`src/rtl/tmr8_pkg.sv`:
```
package tmr8_pkg;

  typedef enum logic [2:0] {
    CS_STOP    = 3'd0,
    CS_DIV1    = 3'd1,
    CS_DIV8    = 3'd2,
    CS_DIV32   = 3'd3,
    CS_DIV64   = 3'd4,
    CS_DIV128  = 3'd5,
    CS_DIV256  = 3'd6,
    CS_DIV1024 = 3'd7
  } clk_sel_e;

  typedef enum logic [1:0] {
    PIN_HOLD   = 2'd0,
    PIN_TOGGLE = 2'd1,
    PIN_CLEAR  = 2'd2,
    PIN_SET    = 2'd3
  } pin_mode_e;

  // bit 6 pwm, bits 5:4 pin mode, bit 3 clear on match, bits 2:0 select
  typedef struct packed {
    logic      pwm;
    pin_mode_e pin_mode;
    logic      clr_on_match;
    clk_sel_e  sel;
  } tmr_ctrl_t;

  localparam int unsigned CTRL_W = $bits(tmr_ctrl_t);

  // log2 of the division ratio for each select code
  function automatic int unsigned tap_log2(input logic [2:0] code);
    case (code)
      3'd1:    return 0;
      3'd2:    return 3;
      3'd3:    return 5;
      3'd4:    return 6;
      3'd5:    return 7;
      3'd6:    return 8;
      3'd7:    return 10;
      default: return 0;
    endcase
  endfunction

endpackage

```
`src/rtl/tmr8_prescale.sv`:
```
module tmr8_prescale
  import tmr8_pkg::*;
#(
  parameter int unsigned DIV_W = 10
) (
  input  logic     clk,
  input  logic     rst_n,
  input  clk_sel_e sel,
  output logic     tick
);

  logic [DIV_W-1:0] div_q, div_d;
  logic [7:0]       tap_hit;

  // divider held at zero while stopped, so it restarts on leaving 000
  always_comb begin
    if (sel == CS_STOP) div_d = '0;
    else                div_d = div_q + DIV_W'(1);
  end

  always_ff @(posedge clk or negedge rst_n) begin
    if (!rst_n) div_q <= '0;
    else        div_q <= div_d;
  end

  assign tap_hit[0] = 1'b0;

  for (genvar c = 1; c < 8; c++) begin : g_tap
    localparam int unsigned      LG   = tap_log2(3'(c));
    localparam logic [DIV_W-1:0] MASK = DIV_W'((64'd1 << LG) - 64'd1);
    assign tap_hit[c] = ((div_q & MASK) == MASK);
  end

  assign tick = tap_hit[sel];

  // divider is back at zero one cycle after a stopped select
  a_r3_divider_restart: assert property (@(posedge clk) disable iff (!rst_n)
    ($past(sel) == CS_STOP) |-> (div_q == '0));

endmodule

```
`src/rtl/tmr8_count.sv`:
```
module tmr8_count #(
  parameter int unsigned W = 8
) (
  input  logic         clk,
  input  logic         rst_n,
  input  logic         tick,
  input  logic         pwm,
  input  logic         clr_on_match,
  input  logic [W-1:0] cmp_val,
  input  logic         wr_en,
  input  logic [W-1:0] wr_data,
  output logic [W-1:0] cnt,
  output logic         ovf_evt,
  output logic         cmp_evt,
  output logic         match_now
);

  localparam logic [W-1:0] TOP = {W{1'b1}};
  localparam logic [W-1:0] ONE = W'(1);

  logic [W-1:0] cnt_q, cnt_d;
  logic         down_q, down_d;
  logic         ovf_q, ovf_d;
  logic         mat_q, mat_d;
  logic         at_top, at_bot, at_match;

  assign at_top   = (cnt_q == TOP);
  assign at_bot   = (cnt_q == '0);
  assign at_match = (cnt_q == cmp_val);

  always_comb begin
    cnt_d  = cnt_q;
    down_d = pwm ? down_q : 1'b0;
    ovf_d  = 1'b0;
    mat_d  = 1'b0;
    if (wr_en) begin
      cnt_d = wr_data;
    end else if (tick) begin
      mat_d = at_match;
      if (pwm) begin
        if (!down_q) begin
          if (at_top) begin
            down_d = 1'b1;
            cnt_d  = cnt_q - ONE;
          end else begin
            cnt_d  = cnt_q + ONE;
          end
        end else begin
          if (at_bot) begin
            down_d = 1'b0;
            cnt_d  = cnt_q + ONE;
          end else begin
            cnt_d  = cnt_q - ONE;
          end
        end
      end else begin
        ovf_d = at_top;
        if (clr_on_match && at_match) cnt_d = '0;
        else                          cnt_d = cnt_q + ONE;
      end
    end
  end

  always_ff @(posedge clk or negedge rst_n) begin
    if (!rst_n) begin
      cnt_q  <= '0;
      down_q <= 1'b0;
      ovf_q  <= 1'b0;
      mat_q  <= 1'b0;
    end else begin
      cnt_q  <= cnt_d;
      down_q <= down_d;
      ovf_q  <= ovf_d;
      mat_q  <= mat_d;
    end
  end

  assign cnt       = cnt_q;
  assign ovf_evt   = ovf_q;
  assign cmp_evt   = mat_q;
  assign match_now = mat_d;

  // a wrap event is seen together with a zero count
  a_r5_wrap_lands_zero: assert property (@(posedge clk) disable iff (!rst_n)
    ovf_evt |-> (cnt == '0));

  // no wrap event while counting up and down
  a_r8_no_wrap_in_pwm: assert property (@(posedge clk) disable iff (!rst_n)
    ovf_evt |-> !$past(pwm));

  // the top value turns the count downward
  a_r8_turn_at_top: assert property (@(posedge clk) disable iff (!rst_n)
    (tick && !wr_en && pwm && !down_q && at_top) |=> (cnt == TOP - ONE));

  // compare event follows an advance taken at the compare value
  a_r6_event_at_match: assert property (@(posedge clk) disable iff (!rst_n)
    cmp_evt |-> ($past(cnt) == $past(cmp_val)));

  // clear on match loads zero
  a_r7_clear_on_match: assert property (@(posedge clk) disable iff (!rst_n)
    (tick && !wr_en && !pwm && clr_on_match && at_match) |=> (cnt == '0));

  // a count write wins over the divider pulse
  a_r11_write_wins: assert property (@(posedge clk) disable iff (!rst_n)
    wr_en |=> ((cnt == $past(wr_data)) && !ovf_evt && !cmp_evt));

endmodule

```
`src/rtl/tmr8_pin.sv`:
```
module tmr8_pin
  import tmr8_pkg::*;
(
  input  logic      clk,
  input  logic      rst_n,
  input  pin_mode_e mode,
  input  logic      match_now,
  output logic      pin
);

  logic pin_q, pin_d;

  always_comb begin
    pin_d = pin_q;
    if (match_now) begin
      case (mode)
        PIN_TOGGLE: pin_d = ~pin_q;
        PIN_CLEAR:  pin_d = 1'b0;
        PIN_SET:    pin_d = 1'b1;
        default:    pin_d = pin_q;
      endcase
    end
  end

  always_ff @(posedge clk or negedge rst_n) begin
    if (!rst_n) pin_q <= 1'b0;
    else        pin_q <= pin_d;
  end

  assign pin = pin_q;

  // hold mode never moves the pin
  a_r9_hold_keeps_pin: assert property (@(posedge clk) disable iff (!rst_n)
    (mode == PIN_HOLD) |=> $stable(pin));

endmodule

```
`src/rtl/tmr8_core.sv`:
```
module tmr8_core
  import tmr8_pkg::*;
#(
  parameter int unsigned CNT_W = 8,
  parameter int unsigned DIV_W = 10
) (
  input  logic             clk,
  input  logic             rst_n,
  input  logic             ctrl_wr,
  input  logic [7:0]       ctrl_wdata,
  input  logic             cnt_wr,
  input  logic [CNT_W-1:0] cnt_wdata,
  input  logic             cmp_wr,
  input  logic [CNT_W-1:0] cmp_wdata,
  output logic [7:0]       ctrl_rdata,
  output logic [CNT_W-1:0] cnt_rdata,
  output logic [CNT_W-1:0] cmp_rdata,
  output logic             ovf_irq,
  output logic             cmp_irq,
  output logic             cmp_pin
);

  // asynchronous assert, synchronous release
  logic [1:0] rst_sync_q;
  logic       rst_ns;

  always_ff @(posedge clk or negedge rst_n) begin
    if (!rst_n) rst_sync_q <= 2'b00;
    else        rst_sync_q <= {rst_sync_q[0], 1'b1};
  end

  assign rst_ns = rst_sync_q[1];

  tmr_ctrl_t        ctrl_q, ctrl_d;
  logic [CNT_W-1:0] cmp_q, cmp_d;
  logic             tick;
  logic             match_now;

  always_comb begin
    ctrl_d = ctrl_q;
    cmp_d  = cmp_q;
    if (ctrl_wr) ctrl_d = tmr_ctrl_t'(ctrl_wdata[CTRL_W-1:0]);
    if (cmp_wr)  cmp_d  = cmp_wdata;
  end

  always_ff @(posedge clk or negedge rst_ns) begin
    if (!rst_ns) begin
      ctrl_q <= '0;
      cmp_q  <= '0;
    end else begin
      ctrl_q <= ctrl_d;
      cmp_q  <= cmp_d;
    end
  end

  tmr8_prescale #(.DIV_W(DIV_W)) u_prescale (
    .clk   (clk),
    .rst_n (rst_ns),
    .sel   (ctrl_q.sel),
    .tick  (tick)
  );

  tmr8_count #(.W(CNT_W)) u_count (
    .clk          (clk),
    .rst_n        (rst_ns),
    .tick         (tick),
    .pwm          (ctrl_q.pwm),
    .clr_on_match (ctrl_q.clr_on_match),
    .cmp_val      (cmp_q),
    .wr_en        (cnt_wr),
    .wr_data      (cnt_wdata),
    .cnt          (cnt_rdata),
    .ovf_evt      (ovf_irq),
    .cmp_evt      (cmp_irq),
    .match_now    (match_now)
  );

  tmr8_pin u_pin (
    .clk       (clk),
    .rst_n     (rst_ns),
    .mode      (ctrl_q.pin_mode),
    .match_now (match_now),
    .pin       (cmp_pin)
  );

  assign ctrl_rdata = {{(8-CTRL_W){1'b0}}, ctrl_q};
  assign cmp_rdata  = cmp_q;

  // a stopped select leaves the count alone
  a_r2_hold_when_stopped: assert property (@(posedge clk) disable iff (!rst_ns)
    ((ctrl_q.sel == CS_STOP) && !cnt_wr) |=> $stable(cnt_rdata));

  // the pin only moves together with a compare event
  a_r9_pin_moves_on_match: assert property (@(posedge clk) disable iff (!rst_ns)
    !$stable(cmp_pin) |-> cmp_irq);

  // reserved control bit reads zero
  a_r10_reserved_zero: assert property (@(posedge clk) disable iff (!rst_ns)
    ctrl_rdata[7] == 1'b0);

endmodule

```
`config.mk`:
```
export PLATFORM = sky130hd
export DESIGN_NAME = tmr8_core
export DESIGN_NICKNAME = d
export VERILOG_FILES = /design/src/rtl/tmr8_pkg.sv /design/src/rtl/tmr8_prescale.sv /design/src/rtl/tmr8_count.sv /design/src/rtl/tmr8_pin.sv /design/src/rtl/tmr8_core.sv
export SDC_FILE = /design/constraint.sdc
export NUM_CORES = 1
export LEC_CHECK = 0
export BUFFER_PORTS_ARGS = -buffer_cell sky130_fd_sc_hd__buf_2
export CAP_MARGIN = 20
export CORE_MARGIN = 2
export CORE_UTILIZATION = 40
export DETAILED_ROUTE_END_ITERATION = 6
export GPL_ROUTABILITY_DRIVEN = 0
export GPL_TIMING_DRIVEN = 0
export REMOVE_ABC_BUFFERS = 1
export SLEW_MARGIN = 25
export SYNTH_ARGS = -nofsm -noshare
export SYNTH_HDL_FRONTEND = slang
export SYNTH_SLANG_ARGS = --single-unit
```
`constraint.sdc`:
```
create_clock -name clk -period 3.4 [get_ports clk]
set_clock_uncertainty 0.05 [all_clocks]
set_input_delay 0.51 -clock clk [delete_from_list [all_inputs] [get_ports clk]]
set_output_delay 0.51 -clock clk [all_outputs]
set_load 0.005 [all_outputs]
```
==> After elaboration in Yosys (flattened, before gate mapping) <==
Cells that the tools add are included.
{ "totals": {"in_bits": 29, "register_bits": 39} }
{ "op_classes": {"bitwise_logic": 1, "mux": 23, "reduce_logical": 6, "n_addsub": 3, "order_cmp": 1, "eq_ne": 11} }
{ "op_table": {"columns": ["op", "count"], "rows": [
  ["$mux W8", 7],
  ["$eq A8 B8 Y1 const B", 2],
  ["$mux W1", 13],
  ["$add A10 B1 Y10 const B", 1],
  ["$eq A10 B10 Y1 const B", 1],
  ["$mux W10", 1],
  ["$add A8 B1 Y8 const B", 1],
  ["$eq A8 B8 Y1", 1],
  ["$logic_not A8 Y1", 1],
  ["$sub A8 B1 Y8 const B", 1],
  ["$eq A7 B7 Y1 const B", 1],
  ["$eq A6 B6 Y1 const B", 1],
  ["$eq A5 B5 Y1 const B", 1],
  ["$eq A2 B2 Y1 const B", 2],
  ["$lt A3 B4 Y1 const B", 1],
  ["$bmux W1 S3", 1],
  ["$eq A3 B3 Y1 const B", 1],
  ["$logic_not A3 Y1", 1],
  ["$pmux W1 S3", 1],
  ["$reduce_bool A3 Y1", 1],
  ["$eq A2 B1 Y1 const B", 1],
  ["$reduce_and A2 Y1", 1],
  ["$reduce_bool A2 Y1", 1],
  ["$logic_and A1 B1 Y1", 1],
  ["$not A1 Y1", 1]
]} }

==> Depth between registers and ports, before layout <==
Gate-level depths: netlist (run 1).
{ "logic_depth": {"depth_word": 6, "ltp_mapped": 9, "ltp_nobuf": 8} }

==> Modules after synthesis <==
A second synthesis (run 1) with hierarchy kept.
{ "hier_totals": {"hier_cells": 229, "hier_area_um2": 2397.3} }
{ "modules_own_cells": {"columns": ["mod", "n_inst", "seq_area_each_um2", "cells_each", "area_per_inst_um2"], "rows": [
  ["tmr8_count", 1, 275.3, 132, 1119.8],
  ["tmr8_core", 1, 425.4, 37, 688.2],
  ["tmr8_prescale", 1, 250.2, 56, 539.3],
  ["tmr8_pin", 1, 25.0, 4, 50.0]
]} }

==> Worst setup path after synthesis (run 1) <==
OpenSTA, ideal clock, no wires.
{ "synth_path": {"kind": "register to register", "from": "reg u_count.cnt_q[0], in the netlist u_count.cnt[0]", "to": "reg u_count.cnt_q[4], in the netlist u_count.cnt[4]", "required_ps": 3281, "period_less_slack_ps": 2057, "t_arrival_ps": 1938, "slack_ps": 1343, "stages_incl_launch_ff": 8, "cell_sequence": "dfrtp_1 > inv_1 > ha_1 > or4bb_4 > o21ai_4 > nor3_2 > or4b_1 > nand3_1"} }
{ "synth_via": {"elab_chain_len": 6, "word_cells_on_any_way": 13} }
{ "synth_rtl": {"columns": ["item", "line", "source"], "rows": [
  ["from (decl)", "tmr8_count.sv:21", "logic [W-1:0] cnt_q, cnt_d;"],
  ["from (signal assigned)", "tmr8_count.sv:71", "cnt_q <= cnt_d;"],
  ["$add A8 B1 Y8 (tied with other cells)", "tmr8_count.sv:46, tmr8_count.sv:51, tmr8_count.sv:59", null],
  ["$mux W8 (tied with other cells)", "tmr8_count.sv:42", "if (at_top) begin"],
  ["$mux W8 (on tied branches)", "tmr8_count.sv:41, tmr8_count.sv:58", null],
  ["$mux W8 *", "tmr8_count.sv:40", "if (pwm) begin"],
  ["$mux W8 *", "tmr8_count.sv:38", "end else if (tick) begin"],
  ["$mux W8 *", "tmr8_count.sv:36", "if (wr_en) begin"]
]} }
Mark *: on every way between the ends. The rest lies on a longest branch, timed or not. The select of a mux whose other input is x is not followed.
A chain may end at the register's enable or synchronous reset.

==> Final worst setup path (run 1) <==
{ "layout_path": {"from": "reg u_count.cnt_q[6], in the netlist u_count.cnt[6]", "to": "reg u_count.cnt_q[3], in the netlist u_count.cnt[3]"} }
{ "layout_via": {"elab_chain_len": 6, "word_cells_on_any_way": 11} }
{ "layout_rtl": {"columns": ["item", "line", "source"], "rows": [
  ["$eq A8 B8 Y1 (tied with other cells)", "tmr8_count.sv:27", "assign at_top = (cnt_q == TOP);"],
  ["$mux W8 (tied with other cells)", "tmr8_count.sv:42", null],
  ["$mux W8 (on tied branches)", "tmr8_count.sv:41, tmr8_count.sv:58", null],
  ["$mux W8 *", "tmr8_count.sv:40", null],
  ["$mux W8 *", "tmr8_count.sv:38", null],
  ["$mux W8 *", "tmr8_count.sv:36", null]
]} }
Marked as above.

==> impl_metrics.ini, run 1 <==
[critical_path]
cp-end-kind = register
worstSetupPathType = reg2reg
critPathLaunchType = register
cp_num_buf_inv = 0
slowest_stage = nor4_1
crit_required_ns = 3.51
cp_cell_sequence = xor2_1 -> nor4_1 -> nand4b_1 -> o2111ai_1 -> o211ai_1
cpPeakStageDelay_ns = 0.62
cp.arrival_ns = 2.64
cp_top_family = simple AND/OR/NAND/NOR gates
path_max_fanout = 11

[placed_design]
dp_hpwl_microns = 3640
portBuffers = 53
post_dp_cell_area_sq_um = 2560
dp_cells = 334

[cts]
clock-sinks = 39
root_buffer = clkbuf_8
cts_max_level = 2
cts_tree = built
clk_latency_ns = 0.29
cts.path.max_buffers = 2
path_clk_slew_ns = 0.08
cts_buffers = 5
postCtsSetupRepairBufs = 0
cts_resized = 0

[detailed_routing]
wire_per_inst_microns = 14.7
drc = 0
viasPerCell = 5.45
dr.pass1.iters = 4
ant_nets = 0
drt_first_iter_violations = 87
vias = 1870
finalWirelength_microns = 5040

[power]
leakage_uw = 0.00119
pwr_density_cell_nw_per_um2 = 491
peakVddDrop_uv = 279

[die]
die_h_microns = 79.2
rows = 27
initial_core_util = 0.414
fp.dieW_microns = 79.2
fp.dieArea_sq_um = 6280
ios = 56
core_area_sq_um = 5470

[sta]
rsz0062_at_grt = no
hold_violations = 0
max_slew_margin = 0.504
fin_crit_ns = 2.52
finalMaxSlewViolations = 0
fmax_ghz = 0.396
report.final.setup_viol = 0
worstMarginPinSlew_ns = 0.744
period_share = 0.742
totalNegativeSetupSlack_ns = 0

[global_route]
grt_first_pass_wirelength_microns = 8620
overflow = 0
antenna_found_initial = 0
grt_max_degree = 28
grt_usage = 0.178
grt_pass1_vias = 1800

[yosys]
ys.flop_type = dfrtp_1
synth_cell_type_count = 50
synth_seq_cells = 39
syn-cell-area_sq_um = 2260
netlist.area_leader.share = 0.431
yosysMostFrequentCell = dfrtp_1
synth_warnings = 0
synth-edff-count = 0
async_flop_share = 1.00
yosysSeqAreaShare = 0.431
yosys-top-cells-area = dfrtp_1, mux2_2, xor2_1
ys_top_cells_by_count = dfrtp_1, mux2_2, nor2_1
syn_inst = 224
synth.avg_cell_area_sq_um = 10.1
yosys.area.top_type = dfrtp_1

[flow_run]
max-cap-violations = 0

[cells_and_area]
nNetsFinal = 305
stdcell_count = 343
syn_to_final_growth_pct = 18.9
n_antenna_cell = 0
fill_cells = 561
drive_above_1_share = 0.314
fin_area_sq_um = 2690

[worst_hold_path]
hold_class = reg2async

[run_status]
outcome = complete, no violations
worst reg2reg max path, stage by stage, from the launching register on:
cell and delay (ns):
dfrtp_1 0.56, xor2_1 0.24, nor4_1 0.62, nand4b_1 0.54, o2111ai_1 0.26, o211ai_1 0.12
repair_timing:
item / in CTS / in global routing
setup endpoints to repair: 0 / 0
hold endpoints to repair: 2 / 0
hold buffers: 1 / 0
report_power, final:
group          internal (uW)  total (uW)  switching, uW  leakage (uW)
logic                    143         279            135      0.000654
registers                526         626            100      0.000477
clock network            241         416            175     0.0000618
total                    911        1320            410       0.00119
routing by layer:
metal  global-route usage  share of wire
met1                0.242           0.47
met2                0.271           0.46
met3               0.0318          0.053
met4               0.0879          0.019
met5                    0              0
sequential cells by signal (all words and copies together) (netlist names):
signal,flops
u_count.cmp_evt,1
u_prescale.div_q,10
cmp_rdata,8
u_pin.pin,1
rst_sync_q,2
ctrl_rdata,7
u_count.down_q,1
u_count.cnt,8
u_count.ovf_evt,1
layout by cell type, fill, tap and decap left out, types with 7 or more instances in the layout:
cell / n
inv_1: 7
nor2_1: 13
mux2_2: 14
a21oi_1: 10
buf_2: 53
xor2_1: 11
nand2_1: 11
dfrtp_1: 38
nand3_1: 10
nor2b_1: 8
path summary, 6_finish.rpt:
path / from / slack [ns] / to / cells past startpoint
max: u_count.cnt[6] / 0.88 / u_count.cnt[3] / 5
min: rst_sync_q[1] / 0.12 / u_prescale.div_q[6] / 0
max reg2reg: u_count.cnt[6] / 0.88 / u_count.cnt[3] / 5
min reg2reg: rst_sync_q[1] / 0.12 / u_prescale.div_q[6] / 0
max in group asynchronous: rst_n / 2.73 / rst_sync_q[1] / 2
min in group clk: rst_sync_q[0] / 0.31 / rst_sync_q[1] / 0
logic make-up after synthesis:
group | after synthesis | share of synthesized area
multiplexers | 14 | 0.0696
flip-flops | 39 | 0.431
AND/OR/NAND/NOR | 76 | 0.188
other | 2 | 0.00332
buffers and inverters | 23 | 0.0525
XOR/XNOR | 16 | 0.0619
adder cells (fa/ha/maj) | 6 | 0.0331
AO/OA/AOI/OAI | 48 | 0.160
cell type report:
cell class,count,area [sq um],share of cell area
multi-input combinational,162,1180,0.439
sequential,39,977,0.363
timing repair buffer,55,295,0.110
tap,72,90.1,0.0335
clock buffer,6,82.6,0.0307
clock inverter,2,38.8,0.0144
inverter,7,26.3,0.00976
metrics by stage:
step / hold slack, ns / power [uW] / worst slack [ns] / utilization
5_1_grt: 0.160 / 1410 / 0.658 / 0.492
2_1_floorplan: 0.164 / 791 / 1.27 / -
6_report: 0.116 / 1320 / 0.876 / 0.492
3_3_place_gp: 0.247 / 906 / 0.707 / 0.462
4_1_cts: 0.134 / 1340 / 0.854 / 0.492
3_5_place_dp: 0.125 / 917 / 0.889 / 0.468
Note: power is estimated with default switching activity, not from simulation.
==> run 2: changes to the inputs <==
Settings changed: PLACE_DENSITY set to 0.65.
Clock period 3.4 ns to 2.1 ns, I/O delays scaled along.
==> run 2 against run 1 <==
Wire length up 3.4%. Sequential power increased by 63%. Cell count increased by 4.1%. Flip-flop and latch count stayed put. Hold slack worse by 0.016 ns. Maximum frequency grew 21%. Via count rose by 1.5%. Worst setup slack worse by 0.86 ns. Critical endpoint is now u_count.cnt[4]. Largest cell class unchanged.
==> impl_metrics.ini, run 2 (same netlist as run 1, synthesis figures left out) <==
[run_status]
outcome = complete, no violations

[critical_path]
path_max_fanout = 4
cp-end-kind = register
worstSetupPathType = reg2reg
critPathLaunchType = register
crit_required_ns = 2.28
cp.arrival_ns = 2.26

[die]
core_area_sq_um = 5470
ios = 56
initial_core_util = 0.414
fp.dieArea_sq_um = 6280
die_h_microns = 79.2
rows = 27
fp.dieW_microns = 79.2

[sta]
report.final.setup_viol = 0
finalMaxSlewViolations = 0
fmax_ghz = 0.481
rsz0062_at_grt = yes
worstMarginPinSlew_ns = 0.686
period_share = 0.991
totalNegativeSetupSlack_ns = 0
fin_crit_ns = 2.08
hold_violations = 0
max_slew_margin = 0.540

[detailed_routing]
met2WireLength_microns = 2440
met3WireLength_microns = 251
viasPerCell = 5.32
ant_nets = 0
wire_per_inst_microns = 14.6
highest_layer = met4
drt_first_iter_violations = 84
drt-met1-wl_microns = 2430
vias = 1898
finalWirelength_microns = 5210
drc = 0
dr.pass1.iters = 4

[cells_and_area]
regArea_sq_um = 986
regMostFlops = u_prescale.div_q
syn_to_final_growth_pct = 28.4
fin_area_sq_um = 2910
n_antenna_cell = 0
multi_input_area_sq_um = 1290
final_common_cell = buf_2
fill_cells = 510
nNetsFinal = 319
mostFrequentLayoutCells = buf_2, dfrtp_1, mux2_2
fin_util = 0.531
drive_above_1_share = 0.418
largest_register_ffs = 10

[placed_design]
dp_hpwl_microns = 3560
portBuffers = 53
post_dp_cell_area_sq_um = 2560

[cts]
root_buffer = clkbuf_8
cts.path.max_buffers = 2
cts_buffers = 5
path_clk_slew_ns = 0.08
cts_tree = built
cts_max_level = 2
clk_latency_ns = 0.29
clock-sinks = 39

[global_route]
antenna_found_initial = 0
grt_usage = 0.172
grt_pass1_vias = 1785
grt_max_degree = 28
grt_first_pass_wirelength_microns = 8580
overflow = 0

[power]
leakage_uw = 0.00124
peakVddDrop_uv = 368
pwr_density_cell_nw_per_um2 = 768

[worst_hold_path]
hold_class = reg2async

[flow_run]
max-cap-violations = 0
==> run 2: changes by cell type in the layout (fill, tap and decap cells not counted), sizes merged <==
| cell | change |
|---|---|
| inv | -1 |
| buf | +14 |
| clkinvlp | +1 |
==> run 2: cell type report <==
| class | count | share of cell area |
|---|---|---|
| well taps | 72 | 0.0310 |
| clock buffers | 6 | 0.0250 |
| flip-flops and latches | 39 | 0.339 |
| clock inverters | 2 | 0.0129 |
| repair buffers | 69 | 0.140 |
| multi-input cells | 162 | 0.443 |
| inverters | 7 | 0.00904 |
==> run 2: path summary, 6_finish.rpt <==
kind / startpoint / to / slack (ns) / depth (start not counted)
setup / recovery: u_count.cnt[0] / u_count.cnt[4] / 0.02 / 7
hold / removal: rst_sync_q[1] / cmp_rdata[0] / 0.1 / 0
setup reg to reg: u_count.cnt[0] / u_count.cnt[4] / 0.02 / 7
hold reg to reg: rst_sync_q[1] / cmp_rdata[0] / 0.1 / 0
max in group asynchronous: rst_sync_q[1] / u_count.cnt[7] / 1.46 / 1
min in group clk: ctrl_wdata[5] / ctrl_rdata[5] / 0.19 / 3
==> run 2: per-layer routing <==
layer  global-route usage  vias up
li1                     -      933
met1                0.237      900
met2                0.266       57
met3               0.0409        8
met4               0.0603        0
met5                    0        -
==> run 2: stage by stage <==
step           std cells  total power, uW  hold WS [ns]  setup slack, ns
2_1_floorplan        208             1280       -0.0306          -0.0333
3_3_place_gp         333             1460        0.0517           -0.522
3_5_place_dp         334             1480        0.0542           -0.348
4_1_cts              354             2170         0.113         -0.00412
5_1_grt              357             2380         0.128          -0.0429
6_report             357             2230        0.0995           0.0191
==> run 2: power breakdown <==
part           leakage [uW]  switching, uW  internal (uW)
Clock             0.0000514            267            355
Sequential         0.000470            164            857
Combinational      0.000719            274            318
Total               0.00124            704           1530
==> run 2: critical path, stage by stage (launching register included) <==
cell     delay, ns
dfrtp_2       0.43
inv_2         0.08
ha_1          0.13
or4bb_4       0.48
o21ai_4       0.19
nor3_2        0.07
or4b_1        0.48
nand3_1       0.10
==> run 2: repair_timing <==
item,4_1_cts,5_1_grt
hold buffers,1,0
resized for setup,8,21
pin swaps,4,6
buffers inserted,11,3
setup endpoints to repair,12,11
hold endpoints to repair,2,0
==> run 3: changes to the inputs <==
Settings changed: BUFFER_PORTS_ARGS -buffer_cell sky130_fd_sc_hd__buf_2 to not set, DONT_BUFFER_PORTS set to 1, PLACE_DENSITY 0.65 to not set.
==> run 3 against run 2 <==
The run now ends with negative setup slack left. Cell count shrank 16%. Worst setup slack lost 0.049 ns. Clock power grew 1%. Register-to-register slack lost 0.05 ns. Non-clock buffer count shrank 56. Power shrank 4.7%. Maximum frequency shrank 2.3%. Critical path depth grew 1. Combinational power shrank 23%. Cell area shrank 9.9%.
==> impl_metrics.ini, run 3 (same netlist as run 1, synthesis figures left out) <==
[cts]
cts_max_level = 2
cts_buffers = 5
clk_latency_ns = 0.30
cts_tree = built
root_buffer = clkbuf_8
clock-sinks = 39
path_clk_slew_ns = 0.08
cts.path.max_buffers = 2

[power]
clockPowerShare = 0.296
intPower_uw = 1450
p_comb_frac = 0.214
leakage_uw = 0.00102
pwr_density_cell_nw_per_um2 = 813
p_sw_uw = 678
peakVddDrop_uv = 351
power_uw = 2130
swShare = 0.318
seq_power_share = 0.490

[worst_hold_path]
whs_path_depth = 1
hold_class = in2reg
holdPathEnd = u_count.ovf_evt
min_from = cnt_wr

[global_route]
grt_pass1_vias = 1691
grt_max_degree = 28
grt_usage = 0.168
overflow = 0
grt_first_pass_wirelength_microns = 8150
antenna_found_initial = 0

[critical_path]
critPathLaunchType = register
path_max_fanout = 4
r2r_slack_ns = -0.03
r2r-start = u_prescale.div_q[1]
crit_required_ns = 2.27
r2r-end = u_count.down_q
cp-end-kind = register
cp.arrival_ns = 2.30
worstSetupPathType = reg2reg
reg2regPathDepth = 8

[cells_and_area]
final_common_cell = dfrtp_1
n_antenna_cell = 0
syn_to_final_growth_pct = 15.6
fin_util = 0.479
nNetsFinal = 263
regMostFlops = u_prescale.div_q
drive_above_1_share = 0.271
largest_register_ffs = 10
fill_cells = 525
mostFrequentLayoutCells = dfrtp_1, mux2_2, nor2_1

[detailed_routing]
drt_first_iter_violations = 82
drt-met1-wl_microns = 2330
wire_per_inst_microns = 16.8
met2WireLength_microns = 2260
vias = 1719
dr.pass1.iters = 5
highest_layer = met4
ant_nets = 0
viasPerCell = 5.71
drc = 0
finalWirelength_microns = 5050
met3WireLength_microns = 330

[sta]
worstMarginPinSlew_ns = 0.647
rsz0062_at_grt = yes
finalMaxSlewViolations = 0
hold_violations = 0
report.final.setup_viol = 3
fin_crit_ns = 2.13
fmax_ghz = 0.469
totalNegativeSetupSlack_ns = -0.0605
setup_slack_ns = -0.0300
period_share = 1.01
max_slew_margin = 0.566

[die]
initial_core_util = 0.414
ios = 56
rows = 27
core_area_sq_um = 5470
die_h_microns = 79.2
fp.dieW_microns = 79.2
fp.dieArea_sq_um = 6280

[run_status]
outcome = complete, but fails checks
violations = negative setup slack

[placed_design]
portBuffers = 0
dp_hpwl_microns = 3480

[flow_run]
max-cap-violations = 0
run 3: worst max-delay path by stage:
stage	cells past startpoint	startpoint	to	slack [ns]
5_1_grt	8	u_prescale.div_q[0]	u_count.down_q	-0.15
2_1_floorplan	8	u_prescale.div_q[0]	u_count.down_q	-0.03
3_3_place_gp	8	u_prescale.div_q[0]	u_count.cnt[6]	-0.57
3_5_place_dp	5	u_count.cnt[6]	u_count.cnt[5]	-0.49
4_1_cts	7	u_count.cnt[0]	u_count.cnt[4]	-0.05
6_report	8	u_prescale.div_q[1]	u_count.down_q	-0.03
run 3: worst max-delay path: stages (launching register included):
cell	delay, ns
dfrtp_1	0.36
ha_2	0.19
and3_4	0.20
ha_4	0.13
inv_2	0.04
a311oi_4	0.30
a41oi_4	0.08
or4_1	0.55
a21boi_1	0.15
run 3: cell type report:
class	count	area, sq um	share of cell area
Clock buffer	6	72.6	0.0277
Clock inverter	2	37.5	0.0143
Inverter	7	26.3	0.0100
Multi-Input combinational cell	162	1290	0.494
Sequential cell	39	983	0.376
Tap cell	72	90.1	0.0344
Timing Repair Buffer	13	116	0.0444
run 3: per-stage QoR:
| step | area, sq um | worst slack (ns) | hold slack (ns) | std cells |
|---|---|---|---|---|
| floorplan | 2170 | -0.0333 | -0.0306 | 208 |
| global placement | 2260 | -0.568 | -0.0305 | 280 |
| detailed placement | 2300 | -0.487 | -0.0305 | 281 |
| CTS | 2530 | -0.0504 | 0.0349 | 301 |
| global route | 2620 | -0.146 | 0.0352 | 301 |
| finish | 2620 | -0.0300 | 0.0436 | 301 |
run 3: repair_timing:
item / 4_1_cts / 5_1_grt
hold buffers: 1 / 0
gates resized for setup: 9 / 18
pin swaps: 4 / 9
hold endpoints to repair: 2 / 0
setup endpoints to repair: 12 / 11
setup buffers: 11 / 0
run 3: power by group through the flow:
stage          clock network [uW]  logic (uW)  registers, uW
2_1_floorplan                   0         284            997
3_3_place_gp                    0         333           1050
3_5_place_dp                    0         356           1050
4_1_cts                       650         426           1030
5_1_grt                       676         519           1060
6_report                      630         456           1040
run 3: metal layers:
layer / vias up / GRT usage
met4: 0 / 0.0724
met2: 58 / 0.258
met1: 824 / 0.213
li1: 828 / -
met3: 9 / 0.0580
met5: - / 0
